$ cat src/rtl/i2s_tx_pkg.sv
package i2s_tx_pkg;
   // channel carried by the current bit; left is announced by ws = 0
   typedef enum logic {
      CH_LEFT  = 1'b0,
      CH_RIGHT = 1'b1
   } chan_e;

   // which half of a bit period the next tick opens
   typedef enum logic {
      HALF_LOW  = 1'b0,
      HALF_HIGH = 1'b1
   } half_e;
endpackage

$ cat src/rtl/i2s_tx_phase.sv
module i2s_tx_phase
   import i2s_tx_pkg::*;
(
   input  logic clk,
   input  logic rst_n,
   input  logic enable,
   input  logic tick,
   output logic emit_lo,
   output logic emit_hi,
   output logic sck
);
   half_e half_q;
   logic  sck_q;

   assign emit_lo = enable && tick && (half_q == HALF_LOW);
   assign emit_hi = enable && tick && (half_q == HALF_HIGH);
   assign sck     = sck_q;

   always_ff @(posedge clk or negedge rst_n) begin
      if (!rst_n) begin
         half_q <= HALF_LOW;
         sck_q  <= 1'b0;
      end else if (!enable) begin
         half_q <= HALF_LOW;
         sck_q  <= 1'b0;
      end else if (emit_lo) begin
         half_q <= HALF_HIGH;
         sck_q  <= 1'b0;
      end else if (emit_hi) begin
         half_q <= HALF_LOW;
         sck_q  <= 1'b1;
      end
   end


   sck_moves_on_tick_chk: assert property (@(posedge clk) disable iff (!rst_n)
      (sck_q != $past(sck_q)) |-> ($past(tick) || !$past(enable)));


   lo_then_hi_chk: assert property (@(posedge clk) disable iff (!rst_n)
      emit_lo |=> (half_q == HALF_HIGH) || !enable);
endmodule

$ cat src/rtl/i2s_tx_frame.sv
module i2s_tx_frame
   import i2s_tx_pkg::*;
#(
   parameter  int WORD_W = 32,
   localparam int DW     = $clog2(WORD_W + 1)
) (
   input  logic          clk,
   input  logic          rst_n,
   input  logic          enable,
   input  logic          emit_lo,
   input  logic [DW-1:0] depth_load,
   input  logic [DW-1:0] depth_q,
   output logic          ws
);
   chan_e         ch_q;
   logic [DW-1:0] loop_q;
   logic          fin_q;
   logic          ws_q;

   assign ws = ws_q;

   always_ff @(posedge clk or negedge rst_n) begin
      if (!rst_n) begin
         ch_q   <= CH_LEFT;
         loop_q <= '0;
         fin_q  <= 1'b0;
         ws_q   <= 1'b0;
      end else if (!enable) begin
         ch_q   <= CH_LEFT;
         loop_q <= DW'(depth_load - DW'(2));
         fin_q  <= 1'b0;
         ws_q   <= 1'b0;
      end else if (emit_lo) begin
         if (fin_q) begin
            // final bit of the channel: announce the next one
            ws_q   <= ~ch_q;
            ch_q   <= (ch_q == CH_LEFT) ? CH_RIGHT : CH_LEFT;
            fin_q  <= 1'b0;
            loop_q <= DW'(depth_q - DW'(2));
         end else begin
            ws_q <= ch_q;
            if (loop_q == '0) begin
               fin_q <= 1'b1;
            end else begin
               loop_q <= loop_q - DW'(1);
            end
         end
      end
   end


   chan_flip_chk: assert property (@(posedge clk) disable iff (!rst_n)
      (enable && emit_lo && fin_q) |=> (ch_q != $past(ch_q)));


   loop_bound_chk: assert property (@(posedge clk) disable iff (!rst_n)
      (enable && $past(enable)) |-> (loop_q <= DW'(depth_q - DW'(2))));


   ws_hold_chk: assert property (@(posedge clk) disable iff (!rst_n)
      (enable && !emit_lo) |=> $stable(ws_q) || !$past(enable));
endmodule

$ cat src/rtl/i2s_tx_serializer.sv
module i2s_tx_serializer #(
   parameter  int WORD_W = 32,
   localparam int LW     = $clog2(WORD_W + 1)
) (
   input  logic              clk,
   input  logic              rst_n,
   input  logic              enable,
   input  logic              emit_lo,
   input  logic [WORD_W-1:0] in_data,
   input  logic              in_valid,
   output logic              in_ready,
   output logic              sd,
   output logic              underrun
);
   logic [WORD_W-1:0] shreg_q;
   logic [WORD_W-1:0] word_now;
   logic [LW-1:0]     left_q;
   logic              need_word;
   logic              sd_q;
   logic              under_q;

   assign need_word = (left_q == '0);
   assign in_ready  = emit_lo && need_word;
   assign sd        = sd_q;
   assign underrun  = under_q;

   always_comb begin
      word_now = in_valid ? in_data : '0;
   end

   always_ff @(posedge clk or negedge rst_n) begin
      if (!rst_n) begin
         shreg_q <= '0;
         left_q  <= '0;
         sd_q    <= 1'b0;
         under_q <= 1'b0;
      end else if (!enable) begin
         shreg_q <= '0;
         left_q  <= '0;
         sd_q    <= 1'b0;
         under_q <= 1'b0;
      end else if (emit_lo) begin
         if (need_word) begin
            sd_q    <= word_now[WORD_W-1];
            shreg_q <= {word_now[WORD_W-2:0], 1'b0};
            left_q  <= LW'(WORD_W - 1);
            if (!in_valid) begin
               under_q <= 1'b1;
            end
         end else begin
            sd_q    <= shreg_q[WORD_W-1];
            shreg_q <= {shreg_q[WORD_W-2:0], 1'b0};
            left_q  <= left_q - LW'(1);
         end
      end
   end


   fetch_refills_chk: assert property (@(posedge clk) disable iff (!rst_n)
      (in_ready && in_valid) |=> (left_q == LW'(WORD_W - 1)));


   ready_needs_run_chk: assert property (@(posedge clk) disable iff (!rst_n)
      in_ready |-> enable);


   underrun_sticky_chk: assert property (@(posedge clk) disable iff (!rst_n)
      (under_q && enable) |=> under_q);


   starve_flags_chk: assert property (@(posedge clk) disable iff (!rst_n)
      (in_ready && !in_valid) |=> under_q);
endmodule

$ cat src/rtl/i2s_tx_master.sv
module i2s_tx_master #(
   parameter  int WORD_W    = 32,
   parameter  int MIN_DEPTH = 8,
   localparam int DW        = $clog2(WORD_W + 1)
) (
   input  logic              clk,
   input  logic              rst_n,
   input  logic              enable,
   input  logic              tick,
   input  logic [DW-1:0]     depth,
   input  logic [WORD_W-1:0] in_data,
   input  logic              in_valid,
   output logic              in_ready,
   output logic              sck,
   output logic              ws,
   output logic              sd,
   output logic              underrun
);
   generate
      if (MIN_DEPTH < 2) begin : g_min_too_small
         $error("MIN_DEPTH must be at least 2");
      end
      if (MIN_DEPTH > WORD_W) begin : g_min_too_large
         $error("MIN_DEPTH must not exceed WORD_W");
      end
      if (WORD_W < 2) begin : g_word_too_small
         $error("WORD_W must be at least 2");
      end
   endgenerate

   logic [DW-1:0] depth_clamped;
   logic [DW-1:0] depth_q;
   logic          emit_lo;
   logic          emit_hi;

   always_comb begin
      if (depth < DW'(MIN_DEPTH)) begin
         depth_clamped = DW'(MIN_DEPTH);
      end else if (depth > DW'(WORD_W)) begin
         depth_clamped = DW'(WORD_W);
      end else begin
         depth_clamped = depth;
      end
   end

   always_ff @(posedge clk or negedge rst_n) begin
      if (!rst_n) begin
         depth_q <= DW'(MIN_DEPTH);
      end else if (!enable) begin
         depth_q <= depth_clamped;
      end
   end

   i2s_tx_phase u_phase (
      .clk     (clk),
      .rst_n   (rst_n),
      .enable  (enable),
      .tick    (tick),
      .emit_lo (emit_lo),
      .emit_hi (emit_hi),
      .sck     (sck)
   );

   i2s_tx_frame #(.WORD_W(WORD_W)) u_frame (
      .clk        (clk),
      .rst_n      (rst_n),
      .enable     (enable),
      .emit_lo    (emit_lo),
      .depth_load (depth_clamped),
      .depth_q    (depth_q),
      .ws         (ws)
   );

   i2s_tx_serializer #(.WORD_W(WORD_W)) u_ser (
      .clk      (clk),
      .rst_n    (rst_n),
      .enable   (enable),
      .emit_lo  (emit_lo),
      .in_data  (in_data),
      .in_valid (in_valid),
      .in_ready (in_ready),
      .sd       (sd),
      .underrun (underrun)
   );


   depth_frozen_chk: assert property (@(posedge clk) disable iff (!rst_n)
      (enable && $past(enable)) |-> $stable(depth_q));


   depth_in_range_chk: assert property (@(posedge clk) disable iff (!rst_n)
      (depth_q >= DW'(MIN_DEPTH)) && (depth_q <= DW'(WORD_W)));


   half_exclusive_chk: assert property (@(posedge clk) disable iff (!rst_n)
      !(emit_lo && emit_hi));
endmodule

$ cat config.mk
export PLATFORM = sky130hd
export DESIGN_NAME = i2s_tx_master
export DESIGN_NICKNAME = d
export VERILOG_FILES = /design/src/rtl/i2s_tx_pkg.sv /design/src/rtl/i2s_tx_phase.sv /design/src/rtl/i2s_tx_frame.sv /design/src/rtl/i2s_tx_serializer.sv /design/src/rtl/i2s_tx_master.sv
export SDC_FILE = /design/constraint.sdc
export NUM_CORES = 1
export LEC_CHECK = 0
export BUFFER_PORTS_ARGS = -buffer_cell sky130_fd_sc_hd__buf_2
export CAP_MARGIN = 15
export CORE_ASPECT_RATIO = 1.1
export CORE_MARGIN = 2
export CORE_UTILIZATION = 55
export DETAILED_ROUTE_END_ITERATION = 10
export MAX_ROUTING_LAYER = met4
export PLACE_DENSITY_LB_ADDON = 0.1
export RECOVER_POWER = 100
export SYNTH_ARGS = -nofsm -noshare
export SYNTH_HDL_FRONTEND = slang
export SYNTH_SLANG_ARGS = --single-unit
export TNS_END_PERCENT = 10
$ cat constraint.sdc
create_clock -name clk -period 2.35 [get_ports clk]
set_input_delay 0.235 -clock clk [delete_from_list [all_inputs] [get_ports clk]]
set_output_delay 0.235 -clock clk [all_outputs]
set_load 0.02 [all_outputs]
# [After elaboration in Yosys (flattened, before gate mapping)]
# Cells that the tools add are included.
[op_classes] addsub=4 n_lt_le_gt_ge=2 n_eq_ne=6 mux=37 n_bitwise=2 reduce_logical=9
[op_table] operator="$mux 32" n=4
[op_table] operator="$mux 6" n=9
[op_table] operator="$mux 1" n=24
[op_table] operator="$logic_not 6->1" n=2
[op_table] operator="$sub 6x1->6 const B" n=2
[op_table] operator="$sub 6x2->6 const B" n=2
[op_table] operator="$gt 6x6->1 const B" n=1
[op_table] operator="$lt 6x4->1 const B" n=1
[op_table] operator="$ne 2x1->1 const B" n=3
[op_table] operator="$logic_and 1x1->1" n=4
[op_table] operator="$reduce_and 2->1" n=2
[op_table] operator="$ne 3x1->1 const B" n=1
[op_table] operator="$ne 3x2->1 const B" n=1
[op_table] operator="$reduce_and 3->1" n=1
[op_table] operator="$ne 2x2->1 const B" n=1
[op_table] operator="$not 1->1" n=2
[word_totals] reg_bits=57

# [Longest topological paths before layout]
# Gate-level depths: netlist of run 1.
[depth] ltp_word=5 mapped_depth=7

# [Hierarchy]
# From an unflattened synthesis of run 1, not the netlist that was laid out.
[hier_totals] hier_cells=346 hier_area_um2=3398.3
[by_module_without_submodules] module="i2s_tx_serializer" instances=1 cells_per_inst=225 area_each_um2=2243.4 seq_area_each_um2=975.9
[by_module_without_submodules] module="i2s_tx_frame" instances=1 cells_per_inst=83 area_each_um2=739.5 seq_area_each_um2=225.2
[by_module_without_submodules] module="i2s_tx_master" instances=1 cells_per_inst=29 area_each_um2=319.1 seq_area_each_um2=151.4
[by_module_without_submodules] module="i2s_tx_phase" instances=1 cells_per_inst=9 area_each_um2=96.3 seq_area_each_um2=50.0

# [Worst setup path after synthesis of run 1]
# OpenSTA, ideal clock, no wires.
[synth_path] path_type="register to register" from="register u_frame.loop_q[0]" to="register u_frame.loop_q[1]" setup_time_ns=0.128 t_arrival_ns=1.850 t_required_ns=2.222 setup_slack_ns=0.373 path_stages_with_launch=7 path_buffers=0 period_less_slack_ns=1.977 path_cell_list="dfrtp_1 inv_1 ha_1 or3b_1 or4_4 nand2_2 mux2_1"
[synth_via] elab_chain_len=5 elab_cells_between_ends=8 classes_between="add/sub: 1; eq/ne: 1; mux: 4; reduce/logical: 2"
[synth_lines] element="start: declaration" line="i2s_tx_frame.sv:16" rtl="logic [DW-1:0] loop_q;"
[synth_lines] element="start signal: assignment" line="i2s_tx_frame.sv:30" rtl="loop_q <= DW'(depth_load - DW'(2));"
[synth_lines] element="start signal: assignment" line="i2s_tx_frame.sv:39" rtl="loop_q <= DW'(depth_q - DW'(2));"
[synth_lines] element="start signal: assignment" line="i2s_tx_frame.sv:45" rtl="loop_q <= loop_q - DW'(1);"
[synth_lines] element="$sub 6x1->6" line="i2s_tx_frame.sv:45"
[synth_lines] element="$mux 6" line="i2s_tx_frame.sv:42" rtl="if (loop_q == '0) begin"
[synth_lines] element="$mux 6" line="i2s_tx_frame.sv:34" rtl="if (fin_q) begin"
[synth_lines] element="$mux 6" line="i2s_tx_frame.sv:33" rtl="end else if (emit_lo) begin"
[synth_lines] element="$mux 6" line="i2s_tx_frame.sv:28" rtl="end else if (!enable) begin"
# Several ways; a longest one is shown, not always the timed one. The select of a mux whose other input is x is not followed.
# A chain may end at the register's enable or synchronous reset.

# [Final worst setup path of run 1]
# Ends and elaborated chain as after synthesis.

==> results list, run 1 <==
* WL/cell: 15.1 um
- Including well taps, the total number of placed cells is about 360.
* Leak: about 1.7 nW
- Filler cells: ~390
- Cell area after synthesis: roughly 0.0027 mm^2
* Total wire length after detailed routing: approximately 5500 um
- Once the floorplan was initialized, standard cells occupied between 50 and 60% of the core.
- The flow ran to the end, but the final reports show violations.
- First-iteration detailed-routing DRC count: roughly 260
- CTS built an H-tree with a depth of 2.
* Placer Congestion: approximately 0.79
- Setup bufs post-CTS: 0
- After detailed routing, the number of vias per cell comes to roughly 5.9.
- Worst path top cell family by delay: simple AND/OR/NAND/NOR gates
- PD cells: between 600 and 700 mW/mm^2
- I/O Pins: 48
- Max Root-Sink Buffers: 2
- Counting flops with an async set or reset pin after synthesis yields a share of 100%.
- Global routing consumed, on the met2 layer, 35.7% of the routing resources.
- The post-route netlist has 20.1% of its cells at a drive strength greater than 1.
* Final net count: approximately 350
- Hold bufs inserted after CTS: 0
- Clk Latency, worst-skew pair: around 0.30 ns
- 0 antenna diodes ended up in the layout.
- Synthesized area per cell: 10.4 um^2
- Sw Pwr: a little under 0.6 mW
- The critical path is of the register to register type.
- The number of clock buffers added by TritonCTS is 5.
* Minimum clock period: around 2.2 ns
- In the routed design, unresolved DRC markers number 0.
- The initial antenna violation count is 0.
- For the worst setup path, the data required time is 2.54 ns.
- Global route hottest layer: met2
- Once detail routing completed, the nets flagged for antenna violations numbered 0.
- For met3 alone, demand over resource in global routing was between 4 and 5%.
* Die width: slightly above 70 um
- Yosys printed 0 warnings.
- Cell with the biggest individual delay on the critical path: or4_1
- Entering global routing, the biggest net connects 36 pins.
- The number of global-route vias before repair was between 2000 and 2500.
* Routing usage on met1: 28.7%
* Switching share of total power: ~29%
* Worst Path Buf+Inv: 1
- Classification of the worst-slack hold path: input pin to register
* Synthesized instance count: 260
- Internal power comes to 1.46 mW.
- In this run, the combinational gates consume 19.6% of the power.
- At the pin with the least slew margin, the transition time is around 1.8 ns.
- Across the run, the number of max-cap violations was 1.
- Traced cell by cell, the critical path runs through inv_1 -> ha_1 -> or3b_1 -> or4_1 -> nand2_2 -> mux2_1.
- Slack of the critical path: between 0.15 and 0.2 ns
* Clock skew after layout: about 0.0056 ns
- Input and output buffers added on the ports amount to 47.
- The worst setup path is launched from a register.
- The final reports fail on max-capacitance violations, max-slew violations.
* GRT Overall Usage: roughly 22%
* TritonRoute pass-1 iters: 8
* Core Box Area: approximately 0.0047 mm^2
* Type of destination of the critical path: register
- Number of distinct library cells after synthesis: between 40 and 50
* Hold Slack: 0.156 ns
- Of all nets on the critical path, the largest fanout is 4.
* Post-synth net total: about 310
* IR drop worst, VDD: between 0.4 and 0.5 mV
- Total grt overflow: 0
- Clock tree synthesis found a total of 56 sinks.
- Setup violations remaining at the end of the flow were counted as 0.
- Setup repair after global routing left no endpoint under its margin.
* Max Transition Viols Final: 35
* Total of cells resized after clock tree synthesis: 0
- Remaining max-slew budget at the tightest pin: -17.9%
* First-pass GRT wire length: 9580 um
- Derived from the worst setup path, the maximum achievable clock frequency is ~0.46 GHz.
* Minimum setup slack after placement: 0.248 ns
- After synthesis, flip-flops and latches occupy about half of the total area.
* Row count: 26
* Yosys reg bits: between 50 and 60
* Final standard cell count with taps included and fillers excluded: about 360
* Root buffer cell: clkbuf_8
* Routed via count: 2160
- Detailed placer's ending HPWL: 3750 um
- Combined flip-flop and latch cell area: 0.00140 mm^2
- TritonCTS built the clock tree.
- Dividing the final minimum period by the clock period gives between 90% and 100%.
- At the worst endpoint, the arrival time is approximately 2.4 ns.
* Number of enable flip-flop cells after synthesis: 0
- Area of the multi-input gates: ~0.0011 mm^2
- The number of endpoints with negative hold slack in the final report came to 0.
* Clk slew on worst S/H paths: around 0.1 ns
- Of the total power, the clock network draws a little over a quarter.
- Total Negative Setup Slacks: 0 ns
- Compared with the post-synthesis result, the final layout area differs by 14.1%.
* Die ar.: about 0.0055 mm^2
* Critical path's largest stage delay: 0.50 ns
* Primary FF master, synth: dfrtp_1
- Measured along the y axis, the die boundary spans between 70 and 80 um.
* Sequential power share: a little over half
[stage by stage]
step | total power, mW | area, um^2 | util [%]
6_report | 2.05 | 3080 | 65.7
4_1_cts | 2.08 | 3120 | 66.6
5_1_grt | 2.18 | 3080 | 65.7
3_5_place_dp | 1.54 | 3020 | 64.6
3_3_place_gp | 1.53 | 3020 | 64.6
2_1_floorplan | 1.39 | 2700 | -
[power groups by stage]
stage | sequential [mW] | combinational, mW | clock (mW)
after floorplan | 1.11 | 0.275 | 0
after global placement | 1.12 | 0.409 | 0
after CTS | 1.11 | 0.417 | 0.559
after detailed placement | 1.13 | 0.415 | 0
after global routing | 1.12 | 0.460 | 0.599
final | 1.11 | 0.402 | 0.539
[worst reg2reg max path, stage by stage (launching register included)]
cell     delay (ns)
dfrtp_1        0.40
inv_1          0.08
ha_1           0.19
or3b_1         0.38
or4_1          0.50
nand2_2        0.16
mux2_1         0.34
[cells in the final DEF (no fill, tap or decap), drive strengths merged, types with 4 or more instances in the layout]
cell / Yosys / routed
o21ai: 13 / 13
nand2: 14 / 14
xnor2: 5 / 5
buf: 5 / 44
ha: 4 / 4
o21a: 4 / 4
a21oi: 10 / 10
dfrtp: 55 / 55
nor3: 4 / 4
a21o: 4 / 4
a222oi: 31 / 31
inv: 41 / 41
nor2: 13 / 13
clkbuf: 11 / 19
[per-layer routing]
layer  share of wire, %  routed length (um)
met2                 50                2760
met4               0.56                  31
met3                3.8                 209
met1                 46                2510
met5                  0                   0
[synth_stat cells, types with 2 or more instances]
library cell | instances | share of area [%]
o21a_1 | 4 | 1.1
a22o_1 | 3 | 0.97
dfrtp_1 | 55 | 51
o211ai_1 | 2 | 0.56
a21oi_1 | 10 | 1.9
nor3_1 | 4 | 0.74
xor2_1 | 2 | 0.65
clkbuf_1 | 11 | 1.5
nor3b_1 | 3 | 0.83
nand2b_1 | 3 | 0.70
mux2_1 | 2 | 0.83
nand2_1 | 13 | 1.8
xnor2_1 | 5 | 1.6
a211o_1 | 2 | 0.65
inv_1 | 41 | 5.7
ha_1 | 4 | 1.9
mux2i_1 | 2 | 0.74
a21o_1 | 4 | 1.1
nor2_1 | 13 | 1.8
or3_1 | 2 | 0.46
buf_2 | 4 | 0.74
a31oi_1 | 2 | 0.46
o21ai_0 | 13 | 2.4
a222oi_1 | 31 | 12
[sequential cells by signal (all words and copies together) (netlist names), 6 cells and up]
| register | flops |
|---|---|
| depth_q | 6 |
| u_frame.loop_q | 6 |
| u_ser.left_q | 6 |
| u_ser.shreg_q | 31 |
[path summary, 6_finish.rpt]
path / start / to / slack [ns] / cells after the start
max reg2reg: u_frame.loop_q[0]$_DFFE_PN0P_ / u_frame.loop_q[1]$_DFFE_PN0P_ / 0.19 / 6
max: u_frame.loop_q[0]$_DFFE_PN0P_ / u_frame.loop_q[1]$_DFFE_PN0P_ / 0.19 / 6
min reg2reg: u_ser.shreg_q[6]$_DFFE_PN0N_ / u_ser.shreg_q[7]$_DFFE_PN0N_ / 0.50 / 2
min: in_data[25] / u_ser.shreg_q[26]$_DFFE_PN0N_ / 0.16 / 3
min in group asynchronous: rst_n / depth_q[4]$_DFFE_PN0N_ / 0.39 / 1
max in group asynchronous: rst_n / depth_q[2]$_DFFE_PN0N_ / 0.61 / 2
[cell type report]
class	instances	area share, %
Tap cell	56	2.28
Sequential cell	56	45.6
Clock inverter	1	0.244
Multi-Input combinational cell	147	34.9
Timing Repair Buffer	56	9.15
Clock buffer	7	2.81
Inverter	41	5.00
[cell families (layout without fill, tap and decap cells)]
family,after synthesis,count (layout),share of synthesized area [%]
fa+ha+maj,4,4,1.86
buf+inv,57,105,8.12
simple gates,51,51,10.3
flops,56,56,52.0
compound gates,80,80,23.5
xor+xnor,7,7,2.27
mux,5,5,1.99
No activity file was read; power rests on OpenSTA's default activity.
==> run 2: changes to the inputs <==
--- a/config.mk
+++ b/config.mk
@@ -5,7 +5,7 @@
 export SDC_FILE = /design/constraint.sdc
 export NUM_CORES = 1
 export LEC_CHECK = 0
-export BUFFER_PORTS_ARGS = -buffer_cell sky130_fd_sc_hd__buf_2
+export BUFFER_PORTS_ARGS = -buffer_cell sky130_fd_sc_hd__clkbuf_2
 export CAP_MARGIN = 15
 export CORE_ASPECT_RATIO = 1.1
 export CORE_MARGIN = 2
@@ -14,6 +14,7 @@
 export MAX_ROUTING_LAYER = met4
 export PLACE_DENSITY_LB_ADDON = 0.1
 export RECOVER_POWER = 100
+export SKIP_CTS_REPAIR_TIMING = 1
 export SYNTH_ARGS = -nofsm -noshare
 export SYNTH_HDL_FRONTEND = slang
 export SYNTH_SLANG_ARGS = --single-unit
==> run 2 against run 1 <==
Against the previous run:
- the flow still finishes with violations (max-capacitance violations, max-slew violations)
- sequential power barely moved
- hold slack barely moved
- final cell count rose by 0.55%
- first-iteration DRC count fell by 20%
- flip-flop and latch count did not move
- critical path depth did not move
- non-clock buffer count rose by 2
- total power barely moved
- routed wire length fell by 0.15%
- combinational power rose by 1%
- largest cell class unchanged
- largest power group unchanged
==> results list, run 2 (synthesis gave the netlist of run 1 again) <==
- Destination of the worst hold path: u_ser.shreg_q[8]$_DFFE_PN0N_
* Clock sinks: 56 (unchanged)
- Maximum clock rate: 0.450 GHz (-2.8%)
- R2R cell count: 6 (unchanged)
- Max Transition Viols Final: 35 (unchanged)
- Final hold violation count: 0 (unchanged)
- First-pass GRT wire length: 9440 um (-1.5%)
- WL/cell: 15.0 um (-0.69%)
- In this run the critical register-to-register path is launched from u_frame.loop_q[0]$_DFFE_PN0P_.
* Cells after DPL: 358 (+0.56%)
- Row count: 26 (unchanged)
- Number of diodes added for antenna fixing: 0 (unchanged)
- The worst hold path belongs to the class input pin to register.
* Routed via count: 2204 (+2.0%)
- The placeable core area came to 0.00468 mm^2 (unchanged).
- Outcome: finished, violations left
- The worst setup path is of the register to register kind.
- The starting density of the core is 57.6% (unchanged).
- The DRC violation total after the first TritonRoute iteration came to 208 (-20%).
- Critical path's largest stage delay: 0.48 ns (-0.02 ns)
* Area of the multi-input gates: 0.00107 mm^2 (unchanged)
- The routability congestion estimate came to 0.800 (+1.1%).
- Type of destination of the critical path: register
- Residual DRC: 0 (unchanged)
* Remaining max-slew budget at the tightest pin: -12.8% (+5.0 points)
* Filler cells: 411 (+5.1%)
- The number of buffers on the longest clock path is 2 (unchanged).
* Clk slew on worst S/H paths: 0.10 ns (about the same)
- The maximum number of pins on one net before global-route repair was 36 (unchanged).
- The initial antenna violation count came to 0 (unchanged).
- Arrival time of the worst setup path: 2.41 ns (+0.06 ns)
- TritonRoute pass-1 iters: 6 (-2)
* Clk Latency, worst-skew pair: 0.30 ns (about the same)
- The total global routing track utilization came to 22.0% (-0.19 points).
- The final reports fail on max-capacitance violations, max-slew violations.
- Buffers added on ports: 47 (unchanged)
- Via density: 6.02 (+1.5%)
- Detailed placer's ending HPWL: 3840 um (+2.5%)
* Transition time of the tightest slew-check pin: 1.69 ns (-0.0755 ns)
* Die height: 77.5 um (unchanged)
* Clock skew after layout: 0.00882 ns (+0.00325 ns)
* Root buffer cell: clkbuf_8
- Area added between synthesis and finish: 14.6%
- IR drop worst, VDD: 0.430 mV (-3.9%)
- The worst hold path depth was 3 (unchanged).
- Setup repair after global routing left no endpoint under its margin.
* Min-Delay Startpoint: in_data[7]
- Total wire length after detailed routing: 5500 um (-0.15%)
- Register bank with the most flops: u_ser.shreg_q
* Worst EP required: 2.54 ns (about the same)
* I/O Pins: 48 (unchanged)
- The ratio of total power to cell area came to 663 mW/mm^2 (-0.46%).
- The flip-flop count of the largest register, all copies and words added was 31 (unchanged).
- Total grt overflow: 0 (unchanged)
* Combined flip-flop and latch cell area: 0.00140 mm^2 (unchanged)
- The antenna violation net count after detailed routing is 0 (unchanged).
- The final net count was 356 (+0.56%).
- Die width: 70.8 um (unchanged)
- TritonCTS built the clock tree.
- Worst-path fanout max: 4 (unchanged)
* Via count of the first global-routing pass: 2111 (-2.0%)
* H-Tree Level Count: 2 (unchanged)
- The critical path goes through inv_1 -> ha_1 -> or3b_1 -> or4_1 -> nand2_1 -> mux2_1.
- The endpoint identified for the worst register-to-register timing path is u_frame.loop_q[2]$_DFFE_PN0P_.
- Fraction of final layout cells sized beyond drive strength 1: 20.3% (+0.19 points)
- The number of buffers created by CTS was 5 (unchanged).
- Leaving out fill and tap cells, the most frequent cell in the layout is dfrtp_1.
- The setup TNS after final layout was 0 ns (unchanged).
- Max-capacitance violation count: 1 (unchanged)
- The final standard cell count with taps included and fillers excluded was 366 (+0.55%).
* Crit path launch type: register
- Reg-to-reg setup timing slack: 0.13 ns (-0.06 ns)
- Tcrit/Tclk final: 94.5% (+2.6 points)
- The time the final worst path needs with I/O delays and setup was 2.22 ns (+0.0622 ns).
* Die ar.: 0.00548 mm^2 (unchanged)
* Top library cells by usage in the layout, fill and taps aside: 55 x dfrtp_1, 44 x clkbuf_2, 41 x inv_1
- Leak: 1.69 nW (+1.5%)
* Cell with the biggest individual delay on the critical path: or4_1
- The setup violation total in the final timing report came to 0 (unchanged).
## run 2: changes by cell type in the layout (fill, tap and decap cells not counted)
cell,delta
clkinv_2,+2
clkinvlp_4,-1
buf_12,+1
dfstp_2,-1
nor2_2,+1
buf_2,-39
buf_4,-2
clkbuf_4,-1
nand2_1,+1
nand2_2,-1
dfstp_1,+1
nor2_1,-1
clkbuf_2,+42
## run 2: worst max-delay path by stage
stage	start	to	slack, ns
after global placement	u_frame.loop_q[0]$_DFFE_PN0P_	u_frame.loop_q[1]$_DFFE_PN0P_	0.31
after global routing	u_ser.left_q[2]$_DFFE_PN0N_	in_ready	0.03
after floorplan	u_frame.loop_q[0]$_DFFE_PN0P_	u_frame.loop_q[1]$_DFFE_PN0P_	0.37
after CTS	u_frame.loop_q[0]$_DFFE_PN0P_	u_frame.loop_q[2]$_DFFE_PN0P_	0.22
final	u_frame.loop_q[0]$_DFFE_PN0P_	u_frame.loop_q[2]$_DFFE_PN0P_	0.13
after detailed placement	u_frame.loop_q[0]$_DFFE_PN0P_	u_frame.loop_q[2]$_DFFE_PN0P_	0.25
## run 2: cell type report
class                   instances  area share (%)
flip-flops and latches         56            45.4
multi-input cells             147            34.8
repair buffers                 58            9.63
inverters                      41            4.98
clock buffers                   6            2.67
well taps                      56            2.27
clock inverters                 2           0.324
## run 2: power breakdown
part	internal (mW)	leakage (nW)	switching (mW)
clock	0.236	0.0510	0.302
sequential	1.04	0.748	0.0639
combinational	0.178	0.888	0.228
## run 2: stage by stage
step | setup slack [ns] | power (mW) | hold WS (ns) | utilization, % | instance area (um^2)
5_1_grt | 0.0259 | 2.18 | 0.153 | 66.0 | 3090
6_report | 0.130 | 2.05 | 0.156 | 66.0 | 3090
2_1_floorplan | 0.373 | 1.39 | -0.0606 | - | 2700
4_1_cts | 0.219 | 2.09 | 0.0126 | 66.9 | 3130
3_5_place_dp | 0.252 | 1.54 | 0.360 | 64.9 | 3040
3_3_place_gp | 0.311 | 1.53 | 0.360 | 64.9 | 3040
## run 2: per-layer routing
layer  vias up  track usage, %  wire [um]
met2        60            35.4       2680
met1      1081            28.8       2500
li1       1056               -          -
met4         0            5.85         57
met3         7            4.16        258
met5         -               -          0
## run 2: worst max-delay path, delay by kind of cell, from the launching register on
family | cells | cell delay [ns]
buffers and inverters | 1 | 0.09
adders and majority gates | 1 | 0.20
and+or+nand+nor | 3 | 1.08
DFF | 1 | 0.40
muxes | 1 | 0.35
